$ cat config.mk
export PLATFORM = sky130hd
export DESIGN_NAME = mcr_bank
export DESIGN_NICKNAME = d
export VERILOG_FILES = /design/src/rtl/mcr_pkg.sv /design/src/rtl/mcr_steer_sel.sv /design/src/rtl/mcr_sema.sv /design/src/rtl/mcr_copy_array.sv /design/src/rtl/mcr_bank.sv
export SDC_FILE = /design/constraint.sdc
export NUM_CORES = 1
export LEC_CHECK = 0
export ABC_AREA = 0
export BUFFER_PORTS_ARGS = -buffer_cell sky130_fd_sc_hd__buf_2
export CAP_MARGIN = 5
export CORE_UTILIZATION = 40
export CTS_CLUSTER_SIZE = 16
export DETAILED_ROUTE_END_ITERATION = 8
export PLACE_DENSITY_LB_ADDON = 0.3
export SYNTH_ARGS = -nofsm -noshare
export SYNTH_HDL_FRONTEND = slang
export SYNTH_SLANG_ARGS = --single-unit
$ cat constraint.sdc
create_clock -name clk -period 6.6 [get_ports clk]
set_input_delay 0.33 -clock clk [delete_from_list [all_inputs] [get_ports clk]]
set_output_delay 0.33 -clock clk [all_outputs]
set_load 0.03 [all_outputs]
$ cat src/rtl/mcr_pkg.sv
package mcr_pkg;

    localparam int DW    = 32;
    localparam int ID_W  = 8;

    localparam logic [31:0] OFF_STEER = 32'h0000_0000;
    localparam logic [31:0] OFF_SEMA  = 32'h0000_0004;
    localparam logic [31:0] OFF_COPY  = 32'h0000_0010;

    typedef enum logic [1:0] {
        TGT_NONE,
        TGT_STEER,
        TGT_SEMA,
        TGT_COPY
    } tgt_e;

    typedef struct packed {
        logic            bcast;
        logic [ID_W-1:0] grp;
        logic [ID_W-1:0] inst;
    } steer_t;

    localparam steer_t STEER_RST = '{bcast: 1'b1, grp: '0, inst: '0};

    function automatic tgt_e decode_addr(input logic [31:0] a);
        tgt_e t;
        case (a)
            OFF_STEER: t = TGT_STEER;
            OFF_SEMA:  t = TGT_SEMA;
            OFF_COPY:  t = TGT_COPY;
            default:   t = TGT_NONE;
        endcase
        return t;
    endfunction

    function automatic steer_t unpack_steer(input logic [DW-1:0] w);
        steer_t s;
        s.bcast = w[31];
        s.grp   = w[15:8];
        s.inst  = w[7:0];
        return s;
    endfunction

    function automatic logic [DW-1:0] pack_steer(input steer_t s);
        return {s.bcast, 15'b0, s.grp, s.inst};
    endfunction

endpackage

$ cat src/rtl/mcr_steer_sel.sv
module mcr_steer_sel
    import mcr_pkg::*;
#(
    parameter int GROUPS = 2,
    parameter int INSTS  = 4,
    parameter int UW     = 3
) (
    input  logic          clk,
    input  logic          rst,
    input  logic          wr_steer,
    input  logic [DW-1:0] wdata,
    input  logic          rearm,
    output steer_t        steer_q,
    output logic [UW-1:0] unit_idx,
    output logic          idx_ok
);

    always_ff @(posedge clk) begin
        if (rst) begin
            steer_q <= STEER_RST;
        end else if (wr_steer) begin
            steer_q <= unpack_steer(wdata);
        end else if (rearm) begin
            steer_q.bcast <= 1'b1;
        end
    end

    always_comb begin
        idx_ok   = (32'(steer_q.grp) < 32'(GROUPS)) && (32'(steer_q.inst) < 32'(INSTS));
        unit_idx = UW'(32'(steer_q.grp) * 32'(INSTS) + 32'(steer_q.inst));
    end


    rearm_chk: assert property (@(posedge clk) disable iff (rst)
        (!$past(rst) && $past(rearm)) |-> (steer_q.bcast && $stable(steer_q.grp) && $stable(steer_q.inst)));

endmodule

$ cat src/rtl/mcr_sema.sv
module mcr_sema
    import mcr_pkg::*;
(
    input  logic          clk,
    input  logic          rst,
    input  logic          rd_sema,
    input  logic          wr_sema,
    input  logic [DW-1:0] wdata,
    output logic          grant
);

    logic free_q;

    assign grant = rd_sema && free_q;

    always_ff @(posedge clk) begin
        if (rst) begin
            free_q <= 1'b1;
        end else if (wr_sema && wdata == 32'h1) begin
            free_q <= 1'b1;
        end else if (grant) begin
            free_q <= 1'b0;
        end
    end


    take_chk: assert property (@(posedge clk) disable iff (rst)
        (!$past(rst) && $past(rd_sema && free_q)) |-> !free_q);


    release_chk: assert property (@(posedge clk) disable iff (rst)
        (!$past(rst) && !$past(free_q) && free_q) |-> $past(wr_sema && wdata == 32'h1));

endmodule

$ cat src/rtl/mcr_copy_array.sv
module mcr_copy_array
    import mcr_pkg::*;
#(
    parameter int UNITS = 8,
    parameter int UW    = 3
) (
    input  logic             clk,
    input  logic             rst,
    input  logic             wr_all,
    input  logic             wr_one,
    input  logic [UW-1:0]    wr_idx,
    input  logic [DW-1:0]    wdata,
    input  logic [UNITS-1:0] unit_en,
    input  logic [UW-1:0]    rd_idx,
    output logic [DW-1:0]    rd_data
);

    logic [DW-1:0] copy_q [UNITS];

    for (genvar u = 0; u < UNITS; u++) begin : g_copy
        logic we;
        assign we = unit_en[u] && (wr_all || (wr_one && wr_idx == UW'(u)));

        always_ff @(posedge clk) begin
            if (rst) begin
                copy_q[u] <= '0;
            end else if (we) begin
                copy_q[u] <= wdata;
            end
        end


        fused_hold_chk: assert property (@(posedge clk) disable iff (rst)
            (!$past(rst) && !$past(unit_en[u])) |-> $stable(copy_q[u]));
    end

    always_comb begin
        rd_data = '0;
        for (int u = 0; u < UNITS; u++) begin
            if (rd_idx == UW'(u)) rd_data = copy_q[u];
        end
    end

endmodule

$ cat src/rtl/mcr_bank.sv
module mcr_bank
    import mcr_pkg::*;
#(
    parameter int GROUPS = 2,
    parameter int INSTS  = 4,
    parameter int AW     = 12
) (
    input  logic                     clk,
    input  logic                     rst,
    input  logic                     req_valid,
    input  logic                     req_write,
    input  logic [AW-1:0]            req_addr,
    input  logic [DW-1:0]            req_wdata,
    output logic                     req_ready,
    output logic                     rsp_valid,
    output logic [DW-1:0]            rsp_rdata,
    input  logic [GROUPS*INSTS-1:0]  unit_en
);

    localparam int UNITS = GROUPS * INSTS;
    localparam int UW    = (UNITS > 1) ? $clog2(UNITS) : 1;

    tgt_e          tgt;
    steer_t        steer_q;
    logic [UW-1:0] unit_idx;
    logic          idx_ok;
    logic          live;
    logic          wr_steer, wr_sema, rd_sema, wr_copy;
    logic          wr_all, wr_one, rearm, grant;
    logic [DW-1:0] copy_rd, rd_mux;

    assign req_ready = 1'b1;

    always_comb begin
        tgt      = decode_addr(32'(req_addr));
        wr_steer = req_valid &&  req_write && tgt == TGT_STEER;
        wr_sema  = req_valid &&  req_write && tgt == TGT_SEMA;
        rd_sema  = req_valid && !req_write && tgt == TGT_SEMA;
        wr_copy  = req_valid &&  req_write && tgt == TGT_COPY;
        live     = idx_ok && unit_en[unit_idx];
        wr_all   = wr_copy &&  steer_q.bcast;
        wr_one   = wr_copy && !steer_q.bcast && live;
        rearm    = wr_copy && !steer_q.bcast;
    end

    mcr_steer_sel #(.GROUPS(GROUPS), .INSTS(INSTS), .UW(UW)) u_steer (
        .clk      (clk),
        .rst      (rst),
        .wr_steer (wr_steer),
        .wdata    (req_wdata),
        .rearm    (rearm),
        .steer_q  (steer_q),
        .unit_idx (unit_idx),
        .idx_ok   (idx_ok)
    );

    mcr_sema u_sema (
        .clk     (clk),
        .rst     (rst),
        .rd_sema (rd_sema),
        .wr_sema (wr_sema),
        .wdata   (req_wdata),
        .grant   (grant)
    );

    mcr_copy_array #(.UNITS(UNITS), .UW(UW)) u_copies (
        .clk     (clk),
        .rst     (rst),
        .wr_all  (wr_all),
        .wr_one  (wr_one),
        .wr_idx  (unit_idx),
        .wdata   (req_wdata),
        .unit_en (unit_en),
        .rd_idx  (unit_idx),
        .rd_data (copy_rd)
    );

    always_comb begin
        case (tgt)
            TGT_STEER: rd_mux = pack_steer(steer_q);
            TGT_SEMA:  rd_mux = {31'b0, grant};
            TGT_COPY:  rd_mux = live ? copy_rd : '0;
            default:   rd_mux = '0;
        endcase
    end

    always_ff @(posedge clk) begin
        if (rst) begin
            rsp_valid <= 1'b0;
            rsp_rdata <= '0;
        end else begin
            rsp_valid <= req_valid;
            rsp_rdata <= (req_valid && !req_write) ? rd_mux : '0;
        end
    end


    one_cycle_rsp_chk: assert property (@(posedge clk) disable iff (rst)
        !$past(rst) |-> (rsp_valid == $past(req_valid)));


    wr_rsp_zero_chk: assert property (@(posedge clk) disable iff (rst)
        (!$past(rst) && $past(req_valid && req_write)) |-> (rsp_rdata == '0));


    dead_read_chk: assert property (@(posedge clk) disable iff (rst)
        (!$past(rst) && $past(req_valid && !req_write && tgt == TGT_COPY && !live))
            |-> (rsp_rdata == '0));


    ready_chk: assert property (@(posedge clk) disable iff (rst) req_ready);

endmodule

# == Word-level counts from Yosys, hierarchy flattened ==
# Memories as Yosys holds them, arrays and structs flattened.
# Cells that the tools add are included.
# classes
n_addsub,1
magnitude_cmp,3
n_eq_ne,13
mux,49
bitwise,9
n_reduce_logical,44
# ops
operator,count
2-to-1 mux 32 bit,17
case mux 32 bit (3 select lines),1
== test 32 x 1 -> 1 bit (second input constant),1
logical AND 1 bit,29
2-to-1 mux 1 bit,29
== test 12 x 3 -> 1 bit (second input constant),1
== test 12 x 5 -> 1 bit (second input constant),1
== test 3 bit (second input constant),4
logical NOT 12 bit,1
logical OR 1 bit,8
< comparator 8 x 2 -> 1 bit (second input constant),1
< comparator 8 x 3 -> 1 bit (second input constant),1
OR 1 bit,8
== test 3 x 2 -> 1 bit (second input constant),2
case mux 2 bit (3 select lines),1
== test 2 bit (second input constant),2
< comparator 3 x 4 -> 1 bit (second input constant),1
OR reduction 2 bit,2
adder 3 bit,1
binary-select mux 1 bit (select 3 bit),1
== test 3 x 1 -> 1 bit (second input constant),1
logical NOT 3 bit,1
== test 2 x 1 -> 1 bit (second input constant),1
logical NOT 1 bit,2
2 further kinds,2
# word_totals
regBits,51
ram_bits,256
wordCells,126
n_memories,1
# mem_list
name,depth,word_bits,rd,rd_ports_with_merged_regs,write_ports,line,source
u_copies.copy_q,8,32,8,0,8,mcr_copy_array.sv:18,logic [DW-1:0] copy_q [UNITS];

# == Depth between registers and ports, before layout ==
# logic_depth
depth_word,13
ltp_mapped,8
mapped_depth_nobuf,5

# == Hierarchy ==
# From an unflattened synthesis, not the netlist that was laid out.
# hier_totals
hier_cells,1239
area_unflattened_um2,14077.3
# modules_own_cells
mod,instances,cells_each,area_per_inst_um2
mcr_copy_array,1,1013,11846.4
mcr_bank,1,145,1430.1
mcr_steer_sel,1,64,673.1
mcr_sema,1,17,127.6

# == Worst setup path before layout ==
# OpenSTA, ideal clock, no wires.
# synth_path
kind,register to register
startpoint,reg u_steer.steer_q[2] (netlist name)
endpoint,"mem u_copies.copy_q[7][4], in the netlist u_copies.copy_q[1][100], enable pin"
t_arrival_ps,2948
slack_ps,3224
stages_incl_launch_ff,7
path_buffers,2
synth_period_minus_slack_ps,3376
path_cell_list,dfxtp_1 nor4_1 and4_1 buf_2 a31oi_2 buf_2 o21bai_1
# synth_rtl
item,line
end: declaration,mcr_copy_array.sv:18

==> impl_metrics.csv <==
group,metric,value,unit
sta,relSlewSlack,10.5,%
logic_synthesis,synthArstFlopShare,0,%
final_layout,fin_cells,1754,
global_routing,grt_use_met3,4.35,%
sta,tns,0,ns
global_routing,grt_use_total,23.4,%
worst_setup_path,critPathLaunchType,"flop",
final_layout,drive_gt1_share,15.7,%
worst_setup_path,reg2reg_to,"u_copies.copy_q[0][106]",
sta,setup_violations,0,
worst_setup_path,arrival,4.09,ns
cts,numCtsBuffers,35,
pwr,design_power_total,4.22,mW
sta,timing.fmax,0.250,GHz
final_layout,final_cell_mix,"edfxtp_1, and2_1, nand2_1",
logic_synthesis,syn_nets,1292,
cts,clock-sinks,307,
worst_setup_path,reg2reg_setup_slack,2.60,ns
die,dieArea,0.0365,mm2
global_routing,busiest_layer,"met2",
worst_setup_path,cp_max_fo,50,
logic_synthesis,synth_ff_type,"edfxtp_1",
worst_setup_path,rr_startpoint,"u_steer.steer_q[0]",
worst_setup_path,cp_num_buf_inv,1,
drt,wl,42200,um
logic_synthesis,yosysWarningCount,0,
final_layout,layout_commonest_cell,"edfxtp_1",
placed_design,gp_congestion,0.787,
worst_setup_path,reg2reg_depth,5,
worst_setup_path,cp.depth,5,
drt,drt_iter0_markers,1108,
placed_design,hpwl,24700,um
drt,drc,0,
run,drv_cap,0,
worst_setup_path,required,6.69,ns
worst_setup_path,critPathLaunch,"u_steer.steer_q[0]",
sta,drv_slew,0,
logic_synthesis,synthCells,1236,
worst_setup_path,crit_type,"reg2reg",
die,rows,68,
global_routing,grt-ovfl-total,0,
cts,clk_latency,0.52,ns
pwr,worst_ir_drop_vdd,0.150,mV
drt,viasPerCell,5.82,
global_routing,grt.met2_usage,37.4,%
logic_synthesis,synthesis.area,0.0143,mm2
global_routing,grt_pass1_vias,9878,
cts,cts_tree,"done",
pwr,cellLeakagePower,5.73,nW
global_routing,grt_max_degree,71,
cts,post_cts_buffers,0,
drt,wl_per_cell,24.1,um
worst_setup_path,endpoint,"u_copies.copy_q[0][106]",
placed_design,dpl_cell_area,0.0150,mm2
drt,num_vias,10200,
final_layout,post-route-cell-area,0.0162,mm2
drt,first_pass_iters,5,
logic_synthesis,syn_area_per_cell,11.6,um2
die,core-area,0.0348,mm2
cts,ctsHoldBuffers,0,
logic_synthesis,synth_edf_count,256,
worst_setup_path,crit_path_end_kind,"flop",
cts,root_buffer,"clkbuf_16",
drt,ant_nets,0,
die,die_x,191,um
sta,tightestPinTransition,1.34,ns
sta,min_period,4.00,ns
die,ios,90,
final_layout,layout.nets,1329,
sta,rsz0062_at_grt,"false",
die,initial_utilization,41.0,%
cts,cts_resized,0,
global_routing,use_met1,32.0,%
sta,fin_crit_sh,60.6,%
worst_setup_path,slowest_delay,1.04,ns
die,die_h,191,um
sta,hold_viol_final,0,
outcome,status,"finished, final reports clean",
worst_hold_path,whs_path_depth,2,
logic_synthesis,yosys_register_bits,307,
placed_design,dp_slack,2.66,ns
sta,worst_slack,2.60,ns
logic_synthesis,synth-seq-area-share,61.0,%
sta,skew,0.0145,ns
worst_setup_path,slowest_stage,"dfxtp_2",
logic_synthesis,yosys.cell_types.count,60,
final_layout,synthToLayoutAreaGrowth,13.1,%
cts,clkTransAtPathRegs,0.06,ns
cts,clockBufferDepth,3,
final_layout,diodes,0,
global_routing,grt_first_pass_wirelength,62900,um
global_routing,antenna_found_initial,2,
cts,cts_max_level,2,
placed_design,dp_cells,1691,
pwr,power_density,261,mW/mm2
worst_setup_path,critPathTopFamily,"compound AO/OA/AOI/OAI gates",
worst_hold_path,hold_path.class,"in2reg",
worst_setup_path,path_cells,"mux4_2 > and2_1 > a41oi_2 > inv_2 > a31o_2",
placed_design,io_buffers,88,
[registers in the layout, summed over array words and instances, names as in the netlist]
register         count
u_sema.free_q        1
u_copies.copy_q    256
rsp_valid            1
u_steer.steer_q     17
rsp_rdata           32
[synthesized netlist by cell type (all sizes together) (5+ instances only)]
cell    instances  share of area [%]
nor4           13               0.72
nor3b           5               0.57
inv             5               0.13
a31oi           7               0.39
clkbuf         60                1.6
o32ai          10               0.61
edfxtp        256                 54
nor2           44                1.2
and2          183                8.0
dfxtp          51                7.2
nor2b          15               0.66
mux2i          49                3.4
buf            48                1.7
a21o            5               0.26
nor3           74                2.6
nand3          41                1.4
and3           21               0.92
o21ai          73                2.6
nand2b          6               0.26
nand2         111                2.9
mux4           17                2.7
a21oi          91                3.2
[power by group]
part / internal (mW) / leakage, nW / switching [mW] / total (mW)
logic: 0.0416 / 2.13 / 0.120 / 0.161
clock network: 1.13 / 0.543 / 0.766 / 1.90
registers: 2.15 / 3.05 / 0.0173 / 2.16
[cell families after synthesis]
| family | synth area share (%) |
|---|---|
| AOI/OAI and AO/OA | 9.04 |
| xor gates and xnor gates | 0.175 |
| buffers and inverters | 3.43 |
| DFF | 61.0 |
| muxes | 6.43 |
| other | 0.0263 |
| and+or+nand+nor | 19.9 |
[final cells by class]
type                       instances  area [um2]
clock inverter                    12         113
tap                              455         569
inverter                           5        18.8
multi-input combinational        816        5150
fill                            3141       18600
sequential                       307        8710
clock buffer                      51         998
timing repair buffer             108         591
[metal layers]
layer  routed length, um  up-vias  share of wire [%]
met1               17400     5015                 41
met3                3980       84                9.4
met2               19800      537                 47
li1                    -     4577                  -
met4                1040        4                2.5
met5                  23        -              0.055
[worst min path at each step]
stage          slack, ns     startpoint            end
3_5_place_dp        0.45  u_sema.free_q  u_sema.free_q
2_1_floorplan       0.43  u_sema.free_q  u_sema.free_q
4_1_cts             0.12      req_valid      rsp_valid
6_report            0.13      req_valid      rsp_valid
5_1_grt             0.14      req_valid      rsp_valid
3_3_place_gp        0.44  u_sema.free_q  u_sema.free_q
[per-stage QoR]
step	utilization, %	hold slack (ns)
6_report	46.4	0.131
5_1_grt	46.4	0.135
4_1_cts	46.4	0.122
3_5_place_dp	43.2	0.451
3_3_place_gp	43.2	0.443
2_1_floorplan	-	0.431
[worst register-to-register path: cells and delay by family, from the launching register on]
kind | cells | cell delay (ns)
DFF | 1 | 1.04
buffers and inverters | 1 | 0.03
and+or+nand+nor | 1 | 0.23
AOI/OAI and AO/OA | 2 | 1.60
muxes | 1 | 0.65
No activity file was read; power rests on OpenSTA's default activity.
